[config.mk]
export PLATFORM = sky130hd
export DESIGN_NAME = tm_pulse_decoder
export DESIGN_NICKNAME = d
export VERILOG_FILES = /design/src/rtl/tm_pkg.sv /design/src/rtl/tm_edge_sync.sv /design/src/rtl/tm_pulse_counter.sv /design/src/rtl/tm_mode_decode.sv /design/src/rtl/tm_obs_mux.sv /design/src/rtl/tm_pulse_decoder.sv
export SDC_FILE = /design/constraint.sdc
export NUM_CORES = 1
export LEC_CHECK = 0
export CORE_AREA = 2 2 39 41
export CTS_CLUSTER_DIAMETER = 80
export DETAILED_ROUTE_END_ITERATION = 8
export DIE_AREA = 0 0 41 43
export GPL_TIMING_DRIVEN = 0
export PLACE_DENSITY = 0.8
export SETUP_SLACK_MARGIN = 0.1
export SLEW_MARGIN = 25
export SYNTH_ARGS = -nofsm -noshare
export SYNTH_HDL_FRONTEND = slang
export SYNTH_SLANG_ARGS = --single-unit
[constraint.sdc]
create_clock -name clk -period 2.4 [get_ports clk]
set_clock_uncertainty 0.15 [all_clocks]
set_input_delay 0.24 -clock clk [delete_from_list [all_inputs] [get_ports clk]]
set_output_delay 0.24 -clock clk [all_outputs]
set_load 0.03 [all_outputs]
[src/rtl/tm_pkg.sv]
package tm_pkg;
  localparam int unsigned DEF_NUM_MODES   = 8;
  localparam int unsigned DEF_SYNC_STAGES = 2;

  function automatic int unsigned cnt_width(input int unsigned modes);
    return $clog2(modes + 1);
  endfunction
endpackage

[src/rtl/tm_edge_sync.sv]
module tm_edge_sync #(
  parameter int unsigned STAGES = 2
) (
  input  logic clk,
  input  logic rst_n,
  input  logic pin_i,
  output logic rise_o
);
  logic [STAGES-1:0] chain_q;
  logic              last_q;

  generate
    if (STAGES == 1) begin : g_one
      always_ff @(posedge clk or negedge rst_n)
        if (!rst_n) chain_q <= '0;
        else        chain_q <= pin_i;
    end else begin : g_many
      always_ff @(posedge clk or negedge rst_n)
        if (!rst_n) chain_q <= '0;
        else        chain_q <= {chain_q[STAGES-2:0], pin_i};
    end
  endgenerate

  always_ff @(posedge clk or negedge rst_n)
    if (!rst_n) last_q <= 1'b0;
    else        last_q <= chain_q[STAGES-1];

  assign rise_o = chain_q[STAGES-1] & ~last_q;

  // a rise is never reported in two consecutive cycles
  assert_single_rise_R2: assert property (@(posedge clk) disable iff (!rst_n)
    rise_o |=> !rise_o);
endmodule

[src/rtl/tm_pulse_counter.sv]
module tm_pulse_counter #(
  parameter int unsigned NUM_MODES = 8,
  parameter int unsigned CNT_W     = 4
) (
  input  logic             clk,
  input  logic             rst_n,
  input  logic             enable_i,
  input  logic             rise_i,
  output logic [CNT_W-1:0] count_o
);
  localparam logic [CNT_W-1:0] TOP = CNT_W'(NUM_MODES);
  localparam logic [CNT_W-1:0] ONE = CNT_W'(1);

  logic [CNT_W-1:0] cnt_q;

  always_ff @(posedge clk or negedge rst_n)
    if (!rst_n)                     cnt_q <= '0;
    else if (!enable_i)             cnt_q <= '0;
    else if (rise_i && cnt_q < TOP) cnt_q <= cnt_q + ONE;

  assign count_o = cnt_q;

  assert_step_R2: assert property (@(posedge clk) disable iff (!rst_n)
    (enable_i && rise_i && cnt_q < TOP) |=> cnt_q == $past(cnt_q) + ONE);

  assert_saturate_R4: assert property (@(posedge clk) disable iff (!rst_n)
    (enable_i && cnt_q == TOP) |=> cnt_q == TOP);

  assert_clear_R5: assert property (@(posedge clk) disable iff (!rst_n)
    !enable_i |=> cnt_q == '0);

  assert_hold_R6: assert property (@(posedge clk) disable iff (!rst_n)
    (enable_i && !rise_i) |=> $stable(cnt_q));
endmodule

[src/rtl/tm_mode_decode.sv]
module tm_mode_decode #(
  parameter int unsigned NUM_MODES = 8,
  parameter int unsigned CNT_W     = 4
) (
  input  logic                 enable_i,
  input  logic [CNT_W-1:0]     count_i,
  output logic [NUM_MODES-1:0] mode_oh_o
);
  generate
    for (genvar k = 0; k < NUM_MODES; k++) begin : g_dec
      assign mode_oh_o[k] = enable_i && (count_i == CNT_W'(k + 1));
    end
  endgenerate

  always_comb
    assert_onehot_R8: assert ($onehot0(mode_oh_o));
endmodule

[src/rtl/tm_obs_mux.sv]
module tm_obs_mux #(
  parameter int unsigned NUM_MODES = 8
) (
  input  logic [NUM_MODES-1:0] mode_oh_i,
  input  logic [NUM_MODES-1:0] blk_i,
  input  logic                 norm_i,
  output logic                 obs_o
);
  logic routed;

  assign routed = |(mode_oh_i & blk_i);
  assign obs_o  = (mode_oh_i == '0) ? norm_i : routed;
endmodule

[src/rtl/tm_pulse_decoder.sv]
module tm_pulse_decoder #(
  parameter int unsigned NUM_MODES   = tm_pkg::DEF_NUM_MODES,
  parameter int unsigned SYNC_STAGES = tm_pkg::DEF_SYNC_STAGES
) (
  input  logic                 clk,
  input  logic                 rst_n,
  input  logic                 test_en_i,
  input  logic                 en_pin_i,
  input  logic [NUM_MODES-1:0] blk_obs_i,
  input  logic                 norm_out_i,
  output logic [NUM_MODES-1:0] mode_oh_o,
  output logic                 obs_pin_o
);
  localparam int unsigned CNT_W = tm_pkg::cnt_width(NUM_MODES);

  logic             pin_rise;
  logic [CNT_W-1:0] mode_num;

  tm_edge_sync #(.STAGES(SYNC_STAGES)) u_sync (
    .clk(clk), .rst_n(rst_n), .pin_i(en_pin_i), .rise_o(pin_rise));

  tm_pulse_counter #(.NUM_MODES(NUM_MODES), .CNT_W(CNT_W)) u_cnt (
    .clk(clk), .rst_n(rst_n), .enable_i(test_en_i), .rise_i(pin_rise),
    .count_o(mode_num));

  tm_mode_decode #(.NUM_MODES(NUM_MODES), .CNT_W(CNT_W)) u_dec (
    .enable_i(test_en_i), .count_i(mode_num), .mode_oh_o(mode_oh_o));

  tm_obs_mux #(.NUM_MODES(NUM_MODES)) u_mux (
    .mode_oh_i(mode_oh_o), .blk_i(blk_obs_i), .norm_i(norm_out_i),
    .obs_o(obs_pin_o));

  assert_normal_pin_R10: assert property (@(posedge clk) disable iff (!rst_n)
    !test_en_i |-> obs_pin_o == norm_out_i);

  assert_exit_clear_R5: assert property (@(posedge clk) disable iff (!rst_n)
    (!test_en_i ##1 test_en_i) |-> mode_oh_o == '0);
endmodule

==> results by group <==
Logic synthesis
  – Leading area contributor after synthesis: dfrtp_1
  – Synth area leaders: dfrtp_1, ha_1, and2_1, and2_2, a221o_1
  – Synthesized flop and latch total: 7
  – Mapped Area: 474 sq um
  – Yosys warning count: 0
  – Sequential-to-total area share from yosys stat: 36.9%
  – Post-synthesis net count: 62
  – Mean Syn Cell Area: 10.5 sq um
  – Post-synth top area share: 36.9%
  – Distinct cell type count after synthesis: 22
  – Syn Inst Count: 45

Global route
  – Total GRT Usage: 13.2%
  – GRT overflow: 0
  – Vias in the first global route: 383
  – Largest net degree at the start of global routing: 9
  – Initial antenna violation count: 0
  – Met3 Usage GRT: 3.14%
  – GR peak layer: met2
  – GR met2 Demand/Resource: 22.8%
  – Met1 usage: 14.1%
  – First-pass GRT wire length: 1.56 mm

Clock network
  – Clk slew on worst S/H paths: 0.05 ns
  – CTS tree: done
  – Root buf cell: clkbuf_4
  – Worst skew pair latency: 0.24 ns
  – H-tree lvl count: 1
  – Clk sink count: 7
  – CTS Buf Count: 3
  – Longest Clk Path Bufs: 2
  – Cts hold-fix bufs: 0

Critical path
  – Worst setup EP type: output pin
  – Worst reg2reg path endpoint: u_cnt.count_o[2]
  – Setup crit end: obs_pin_o
  – Worst Reg2Reg Path Length in Cells: 4
  – Worst Path Max Fanout: 5
  – Crit path kind: flip-flop to output pin
  – Critical path arrival: 2.03 ns
  – Setup crit start kind: flip-flop
  – RR Startpoint: u_cnt.count_o[3]
  – R2r setup slk: 0.77 ns
  – Crit. Startpoint: u_cnt.count_o[0]
  – Worst Path Required: 2.01 ns

Run status
  – Outcome: complete, but fails checks
  – Failing checks: negative setup slack

Place
  – Post-DP HPWL: 780 um
  – PortBufs: 21
  – Gpl congestion: 0.677

Floorplan
  – I/O pin cnt: 22
  – Row cnt: 14
  – Chip width: 41 um
  – Die height: 43 um
  – Core Area: 1380 sq um
  – Total die area: 1760 sq um
  – Initial core utilization: 34.3%

Drt
  – Avg WL per Cell: 11.9 um
  – Iter 0 DRT Violations: 0
  – Post-DRT Antenna Nets: 0
  – DR vias: 418
  – Drc violations: 0
  – Initial DRT Pass Iterations: 1
  – Total Wirelength: 1.06 mm
  – Vias/cell: 4.70

Finish
  – # diodes: 0
  – Most common cell after layout, fill and taps aside: clkdlybuf4s50_1
  – FF/Latch Area: 178 sq um
  – Share of cells above drive strength 1: 28.8%
  – Area Overhead vs Synth: 67.5%
  – Final core utilization: 57.4%
  – Multi-input gate area: 328 sq um
  – Most frequent cells in the layout: clkdlybuf4s50_1, and2_1, dlygate4sd2_1, dfrtp_1
  – Filler cells: 138
  – Nets: 91

STA
  – Maximum achievable frequency: 414 MHz
  – Minimum clock period: 2.42 ns
  – Final hold violations: 0
  – Final slew viol count: 0
  – # setup viols final: 1
  – Max-slew headroom: 69.0%
  – Hold_ws: 0.0979 ns
  – RSZ-0062 raised after global routing: yes
  – Post-route setup slack: -0.0153 ns
  – Worst Max-Slew Pin Slew: 0.464 ns
  – Final period util: 101%

Pwr
  – VDD IR-drop max: 0.255 mV
  – Leak: 0.384 nW
  – Cell Pwr Density: 376 nW/um^2

Job
  – Max_cap viols: 0

Worst hold path
  – HP Class: input pin to async pin
## cell usage after synthesis
| master | instances |
|---|---|
| a21oi_1 | 1 |
| xnor2_1 | 2 |
| o21a_1 | 1 |
| xor2_1 | 1 |
| nand2_1 | 2 |
| nand4b_1 | 1 |
| o2bb2ai_1 | 1 |
| ha_1 | 4 |
| a22o_1 | 2 |
| and2_1 | 5 |
| nor3_1 | 1 |
| nor2b_1 | 1 |
| nor3b_1 | 2 |
| and4b_2 | 1 |
| and3b_4 | 1 |
| dfrtp_1 | 7 |
| and2_4 | 1 |
| a221o_1 | 2 |
| nor2_1 | 2 |
| a22o_2 | 2 |
| and2_2 | 3 |
| inv_1 | 2 |
## kinds of logic (layout without fill, tap and decap cells)
logic type	after synthesis	count (layout)	share of synthesized area [%]
flip-flops	7	7	36.9
adder cells (fa/ha/maj)	4	4	10.6
AND/OR/NAND/NOR	20	20	28.8
AO/OA/AOI/OAI	9	9	16.6
buffers and inverters	2	30	1.58
XOR/XNOR	3	3	5.54
## how the worst min path moves through the flow
stage / slack (ns) / endpoint / startpoint
2_1_floorplan: -0.21 / u_cnt.count_o[0] / rst_n
3_3_place_gp: 0.19 / u_sync.chain_q[1] / u_sync.chain_q[0]
3_5_place_dp: 0.20 / u_sync.chain_q[1] / u_sync.chain_q[0]
4_1_cts: 0.1 / u_cnt.count_o[0] / rst_n
5_1_grt: 0.11 / u_sync.last_q / rst_n
6_report: 0.1 / u_cnt.count_o[2] / rst_n
## final cells by class
type	instances	area share, %
Timing Repair Buffer	24	29.3
Multi-Input combinational cell	36	41.3
Tap cell	16	2.52
Sequential cell	7	22.4
Clock buffer	4	3.31
Inverter	2	1.26
## critical path: stages, from the launching register on
cell     delay [ns]
dfrtp_2        0.42
inv_4          0.06
ha_4           0.17
a22o_1         0.21
a22o_2         0.25
a221o_1        0.26
a221o_1        0.27
buf_6          0.14
## report_power, final
group          internal, mW  switching [mW]
Combinational        0.0416          0.0296
Sequential            0.123         0.00532
Clock                0.0629          0.0356
Total                 0.228          0.0705
## metrics by stage
step	area [sq um]	setup TNS, ns	setup slack [ns]	power (mW)	instances
4_1_cts	767	-0.0343	-0.0343	0.300	88
2_1_floorplan	474	0	0.251	0.156	45
5_1_grt	795	-0.0648	-0.0648	0.317	89
3_5_place_dp	704	-1.10	-0.471	0.190	82
6_report	795	-0.0153	-0.0153	0.298	89
3_3_place_gp	704	-0.935	-0.416	0.188	82
## per-layer routing
metal	vias to the layer above	share of wire (%)
li1	217	-
met1	186	37
met2	15	56
met3	0	6.5
met4	0	0
met5	-	0
## registers in the layout, indices dropped and copies added, names as in the netlist
signal,flops
u_cnt.count_o,4
u_sync.last_q,1
u_sync.chain_q,2
## timing repair
item	4_1_cts	5_1_grt
resized for setup	18	6
setup buffers	2	1
endpoints found under the setup margin	7	4
pin swaps	0	2
Note: power is estimated with default switching activity, not from simulation.
